[src/rtl/hang_guard_pkg.sv]
`timescale 1ns/1ps
package hang_guard_pkg;

    // Control word layout: bit0 off, bit1 fast, bits 3:2 delay code
    typedef struct packed {
        logic [1:0] sda_dly;
        logic       fast;
        logic       off;
    } hg_ctl_t;

    typedef enum logic [1:0] {
        ST_WATCH = 2'd0,
        ST_PULL  = 2'd1,
        ST_LET   = 2'd2
    } hg_state_e;

    localparam int unsigned RECOVER_PULSES = 9;
    localparam int unsigned SDA_BASE_NS    = 350;
    localparam int unsigned SDA_STEP_NS    = 50;

    function automatic int unsigned sda_delay_cycles(input logic [1:0] code,
                                                     input int unsigned clk_mhz);
        int unsigned ns;
        ns = SDA_BASE_NS + SDA_STEP_NS * int'(code);
        return (ns * clk_mhz + 999) / 1000;
    endfunction

endpackage

[src/rtl/hg_line_sync.sv]
`timescale 1ns/1ps
module hg_line_sync #(
    parameter int unsigned LINES  = 2,
    parameter int unsigned STAGES = 2
) (
    input  logic             clk,
    input  logic             rst,
    input  logic [LINES-1:0] raw,
    output logic [LINES-1:0] level,
    output logic [LINES-1:0] toggled
);
    for (genvar g = 0; g < LINES; g++) begin : g_line
        // chain[STAGES-1] is the synchronized level, chain[STAGES] its previous value
        logic [STAGES:0] chain;
        always_ff @(posedge clk) begin
            if (rst) chain <= '1;
            else     chain <= {chain[STAGES-1:0], raw[g]};
        end
        assign level[g]   = chain[STAGES-1];
        assign toggled[g] = chain[STAGES-1] ^ chain[STAGES];
    end
endmodule

[src/rtl/hg_quiet_timer.sv]
`timescale 1ns/1ps
module hg_quiet_timer #(
    parameter int unsigned SLOW_CYC = 50_000_000,
    parameter int unsigned FAST_CYC = 2_500
) (
    input  logic clk,
    input  logic rst,
    input  logic run,
    input  logic fast,
    input  logic activity,
    output logic expire
);
    localparam int unsigned W = $clog2(SLOW_CYC + 1);
    localparam logic [W-1:0] SLOW_LIM = W'(SLOW_CYC - 1);
    localparam logic [W-1:0] FAST_LIM = W'(FAST_CYC - 1);

    logic [W-1:0] cnt;
    logic [W-1:0] lim;

    assign lim    = fast ? FAST_LIM : SLOW_LIM;
    assign expire = run && !activity && (cnt >= lim);

    always_ff @(posedge clk) begin
        if (rst || !run || activity || expire) cnt <= '0;
        else                                   cnt <= cnt + 1'b1;
    end


    restart_chk: assert property (@(posedge clk) disable iff (rst)
        activity |=> !expire);
endmodule

[src/rtl/hg_recover.sv]
`timescale 1ns/1ps
module hg_recover
    import hang_guard_pkg::*;
#(
    parameter int unsigned HALF_CYC = 250
) (
    input  logic clk,
    input  logic rst,
    input  logic off,
    input  logic expire,
    input  logic sda_hi,
    output logic watching,
    output logic scl_low,
    output logic bus_free,
    output logic rec_done
);
    localparam int unsigned HW = $clog2(HALF_CYC + 1);
    localparam logic [HW-1:0] HALF_LAST = HW'(HALF_CYC - 1);
    localparam logic [3:0]    LAST_PULSE = 4'(RECOVER_PULSES - 1);

    hg_state_e     state;
    logic [HW-1:0] hc;
    logic [3:0]    pc;

    assign watching = (state == ST_WATCH);

    always_ff @(posedge clk) begin
        if (rst) begin
            state    <= ST_WATCH;
            hc       <= '0;
            pc       <= '0;
            scl_low  <= 1'b0;
            bus_free <= 1'b0;
            rec_done <= 1'b0;
        end else begin
            bus_free <= 1'b0;
            rec_done <= 1'b0;
            if (off) begin
                state   <= ST_WATCH;
                scl_low <= 1'b0;
                hc      <= '0;
                pc      <= '0;
            end else begin
                case (state)
                    ST_WATCH: begin
                        if (expire) begin
                            if (sda_hi) begin
                                bus_free <= 1'b1;
                            end else begin
                                state   <= ST_PULL;
                                scl_low <= 1'b1;
                                hc      <= '0;
                                pc      <= '0;
                            end
                        end
                    end
                    ST_PULL: begin
                        if (hc == HALF_LAST) begin
                            hc      <= '0;
                            state   <= ST_LET;
                            scl_low <= 1'b0;
                        end else begin
                            hc <= hc + 1'b1;
                        end
                    end
                    ST_LET: begin
                        if (hc == HALF_LAST) begin
                            hc <= '0;
                            if (pc == LAST_PULSE || sda_hi) begin
                                rec_done <= 1'b1;
                                state    <= ST_WATCH;
                                pc       <= '0;
                            end else begin
                                pc      <= pc + 1'b1;
                                state   <= ST_PULL;
                                scl_low <= 1'b1;
                            end
                        end else begin
                            hc <= hc + 1'b1;
                        end
                    end
                    default: begin
                        state   <= ST_WATCH;
                        scl_low <= 1'b0;
                    end
                endcase
            end
        end
    end


    pulse_cap_chk: assert property (@(posedge clk) disable iff (rst)
        pc < 4'(RECOVER_PULSES));

    outcome_excl_chk: assert property (@(posedge clk) disable iff (rst)
        !(bus_free && rec_done));

    free_not_driving_chk: assert property (@(posedge clk) disable iff (rst)
        bus_free |-> !scl_low);

    off_release_chk: assert property (@(posedge clk) disable iff (rst)
        off |=> !scl_low);

    free_single_chk: assert property (@(posedge clk) disable iff (rst)
        bus_free |=> !bus_free);
endmodule

[src/rtl/hg_sda_delay.sv]
`timescale 1ns/1ps
module hg_sda_delay
    import hang_guard_pkg::*;
#(
    parameter int unsigned CLK_MHZ = 50
) (
    input  logic       clk,
    input  logic       rst,
    input  logic [1:0] code,
    input  logic       req,
    output logic       drive_low
);
    localparam int unsigned MAXD = sda_delay_cycles(2'd3, CLK_MHZ);

    logic [MAXD-1:0] line;
    int unsigned     tap;

    always_ff @(posedge clk) begin
        if (rst) line <= '0;
        else     line <= {line[MAXD-2:0], req};
    end

    always_comb begin
        tap       = sda_delay_cycles(code, CLK_MHZ);
        drive_low = 1'b0;
        for (int i = 0; i < int'(MAXD); i++) begin
            if (i + 1 == int'(tap)) drive_low = line[i];
        end
    end
endmodule

[src/rtl/i2c_hang_guard.sv]
`timescale 1ns/1ps
module i2c_hang_guard
    import hang_guard_pkg::*;
#(
    parameter int unsigned CLK_MHZ  = 50,
    parameter int unsigned SLOW_US  = 1_000_000,
    parameter int unsigned FAST_US  = 50,
    parameter int unsigned HALF_CYC = 250
) (
    input  logic       clk,
    input  logic       rst,
    input  logic       scl_in,
    input  logic       sda_in,
    input  logic       ctl_we,
    input  logic [3:0] ctl_wdata,
    output logic [3:0] ctl_q,
    input  logic       sda_req,
    output logic       scl_drive_low,
    output logic       sda_drive_low,
    output logic       bus_free,
    output logic       recovery_done
);
    localparam int unsigned SLOW_CYC = CLK_MHZ * SLOW_US;
    localparam int unsigned FAST_CYC = CLK_MHZ * FAST_US;

    hg_ctl_t    cfg;
    logic [1:0] lvl, tog;
    logic       activity, expire, watching;

    always_ff @(posedge clk) begin
        if (rst)         cfg <= '0;
        else if (ctl_we) cfg <= hg_ctl_t'(ctl_wdata);
    end
    assign ctl_q = cfg;

    hg_line_sync #(.LINES(2), .STAGES(2)) u_sync (
        .clk(clk), .rst(rst), .raw({sda_in, scl_in}),
        .level(lvl), .toggled(tog)
    );
    assign activity = |tog;

    hg_quiet_timer #(.SLOW_CYC(SLOW_CYC), .FAST_CYC(FAST_CYC)) u_timer (
        .clk(clk), .rst(rst), .run(watching && !cfg.off), .fast(cfg.fast),
        .activity(activity), .expire(expire)
    );

    hg_recover #(.HALF_CYC(HALF_CYC)) u_rec (
        .clk(clk), .rst(rst), .off(cfg.off), .expire(expire), .sda_hi(lvl[1]),
        .watching(watching), .scl_low(scl_drive_low),
        .bus_free(bus_free), .rec_done(recovery_done)
    );

    hg_sda_delay #(.CLK_MHZ(CLK_MHZ)) u_dly (
        .clk(clk), .rst(rst), .code(cfg.sda_dly), .req(sda_req),
        .drive_low(sda_drive_low)
    );


    ctl_load_chk: assert property (@(posedge clk) disable iff (rst)
        ctl_we |=> ctl_q == $past(ctl_wdata));

    reset_state_chk: assert property (@(posedge clk)
        $past(rst) |-> (ctl_q == 4'd0 && !scl_drive_low && !bus_free && !recovery_done));
endmodule

[config.mk]
export PLATFORM = sky130hd
export DESIGN_NAME = i2c_hang_guard
export DESIGN_NICKNAME = d
export VERILOG_FILES = /design/src/rtl/hang_guard_pkg.sv /design/src/rtl/hg_line_sync.sv /design/src/rtl/hg_quiet_timer.sv /design/src/rtl/hg_recover.sv /design/src/rtl/hg_sda_delay.sv /design/src/rtl/i2c_hang_guard.sv
export SDC_FILE = /design/constraint.sdc
export NUM_CORES = 1
export LEC_CHECK = 0
export BUFFER_PORTS_ARGS = -buffer_cell sky130_fd_sc_hd__buf_2
export CAP_MARGIN = 40
export CORE_MARGIN = 4
export CORE_UTILIZATION = 25
export CTS_CLUSTER_SIZE = 40
export DETAILED_ROUTE_END_ITERATION = 12
export PLACE_DENSITY = 0.48
export SLEW_MARGIN = 20
export SYNTH_ARGS = -nofsm -noshare
export SYNTH_HDL_FRONTEND = slang
export SYNTH_HIERARCHICAL = 1
export SYNTH_SLANG_ARGS = --single-unit
[constraint.sdc]
create_clock -name clk -period 4.98 [get_ports clk]
set_input_delay 0.498 -clock clk [delete_from_list [all_inputs] [get_ports clk]]
set_output_delay 0.498 -clock clk [all_outputs]
set_load 0.01 [all_outputs]
==> results by group <==
STA
  – Fin crit period: 4550 ps
  – Final setup viols: 0
  – Worst clock skew: 4.63 ps
  – Slew headroom: 52.9%
  – Slew @ Worst Pin: 706 ps
  – Max Slew Vio Count: 0
  – Final Hold Viols: 0
  – Setup TNS: 0 ps
  – Worst hold slack: 348 ps
  – Final period utilization: 91.4%
  – Fmax: 220 MHz
  – Unrepaired setup endpoints after global routing: false

Final layout
  – Layout cells sized above 1: 11.1%
  – Final Non-Filler Cells: 751
  – Area taken by multi-input logic gates: 0.00289 mm^2
  – Register area: 0.00156 mm^2
  – Nets: 568
  – Layout area overhead: 11.9%
  – Fill count: 1931
  – ANT cells: 0
  – Core Util, Final: 28.7%

Detailed routing
  – Final ANT Viol Nets: 0
  – Starting DRC count in detailed routing: 255
  – DR WL/cell: 14.0 um
  – Detailed Route WL: 10500 um
  – DRC viols: 0
  – Vias/cell: 4.95
  – First-pass DRT Iterations: 4
  – Via count: 3717

Min path
  – Hold Path Class: in -> reg
  – WHS Path Cells: 2
  – Hold Path Sink: u_sync/g_line[0].chain[0]
  – Hold_sp: scl_in

Place
  – Dpl cells: 736
  – Final HPWL DP: 7430 um
  – RePlAce Congestion: 0.863
  – Number of I/O port buffers: 17

Die
  – Die width: 144 um
  – Starting density of the core: 25.6%
  – Core ar.: 0.0181 mm^2
  – # IOs: 18
  – FP Rows: 49
  – Die Span Y: 144 um
  – Die area: 0.0208 mm^2

Clock tree
  – Clock transition at the registers of the reported paths: 60 ps
  – Clk_lat worst skew: 330 ps
  – CTS Hold Bufs: 0
  – CTS Buf Count: 9
  – Clock Path Buffers: 2
  – Sink Count: 78
  – Htree depth: 3
  – Post-CTS resize count: 0
  – CTS root buffer: clkbuf_16
  – Setup Buffers After CTS: 0
  – TritonCTS clock tree: yes

Setup path
  – Required time of the critical path: 4480 ps
  – Setup crit end kind: output port
  – CP arrival: 4050 ps
  – R2R setup slack: 1780 ps
  – R2R cell count: 11
  – Reg2reg end: u_rec/hc[1]
  – Critical path peak fanout: 11
  – Crit Path Class: reg -> out
  – CP startpoint: ctl_q[3]
  – Worst setup SP type: register
  – Worst reg2reg path startpoint: ctl_q[1]

GRT
  – Vias in the first global route: 3578
  – Initial antenna violation count: 0
  – Grt ovf: 0
  – Pin count of the biggest net entering global routing: 39
  – First-pass GRT wire length: 17800 um
  – Gr usage total: 10.5%

Logic synthesis
  – Post-Syn Nets: 561
  – Synthesis Warnings: 6
  – Syn Inst Count: 511
  – Synth Cell Area: 0.00465 mm^2
  – Syn Area/Cell: 9.10 um^2

Power and ir drop
  – LEAKAGE: 0.00192 uW
  – PwrDens: 269 mW/mm^2
  – VDD IR-drop max: 0.0907 mV
  – Total power draw: 1400 uW

Run status
  – Result of the run: finished clean

Flow run
  – Max cap viols: 0
worst max-delay path, stage by stage (launching register included):
cell	delay (ps)
dfxtp_1	440
inv_1	140
ha_1	350
ha_1	460
nand2b_1	260
a21boi_0	150
a2111oi_0	620
o21ai_0	190
a311oi_1	390
o311ai_1	190
or2_0	220
a31oi_1	150
buf_2	150
power by group:
part           internal (uW)  total (uW)  switching (uW)
registers                631         640            8.71
logic                   40.6         112            71.0
clock network            384         647             263
sequential cells by signal (all words and copies together), names as in the netlist:
name,cells
u_rec/bus_free,1
u_sync/g_line.chain,6
ctl_q,4
u_dly/line,25
u_timer/cnt,26
u_rec/rec_done,1
u_rec/pc,4
u_rec/state,2
u_rec/hc,8
u_rec/scl_low,1
cell type report:
| class | instances | area share (%) |
|---|---|---|
| clock buffers | 9 | 4.33 |
| clock inverters | 6 | 1.23 |
| inverters | 20 | 1.44 |
| multi-input cells | 390 | 55.4 |
| flip-flops and latches | 78 | 30.0 |
| well taps | 229 | 5.50 |
| repair buffers | 19 | 2.07 |
through the flow:
stage / setup slack (ps) / area [um^2]
after floorplan: 1500 / 4650
after global placement: 1010 / 4900
final: 429 / 5200
after CTS: 501 / 5200
after global routing: 5.45 / 5200
after detailed placement: 872 / 4920
placed cells by master (no fill, tap or decap), drive strengths merged, types with 19 or more instances in the layout:
| cell type | count |
|---|---|
| buf | 19 |
| o21ai | 20 |
| xor2 | 19 |
| nor2b | 27 |
| ha | 39 |
| dfxtp | 78 |
| nand2 | 31 |
| nor3 | 36 |
| nor2 | 27 |
| inv | 20 |
layer usage:
| layer | GRT usage (%) | wire length (um) | up-vias |
|---|---|---|---|
| met1 | 14.6 | 5300 | 1769 |
| met4 | 4.17 | 151 | 0 |
| met5 | 0 | 0 | - |
| met2 | 16.0 | 4730 | 55 |
| li1 | - | - | 1881 |
| met3 | 2.08 | 302 | 12 |
worst max-delay path by stage:
stage | to | slack (ps) | depth (start not counted)
final | sda_drive_low | 430 | 12
after global routing | sda_drive_low | 5 | 12
after CTS | sda_drive_low | 500 | 12
after detailed placement | sda_drive_low | 870 | 12
after global placement | sda_drive_low | 1010 | 12
after floorplan | sda_drive_low | 1500 | 11
(Power assumes the default switching activity.)
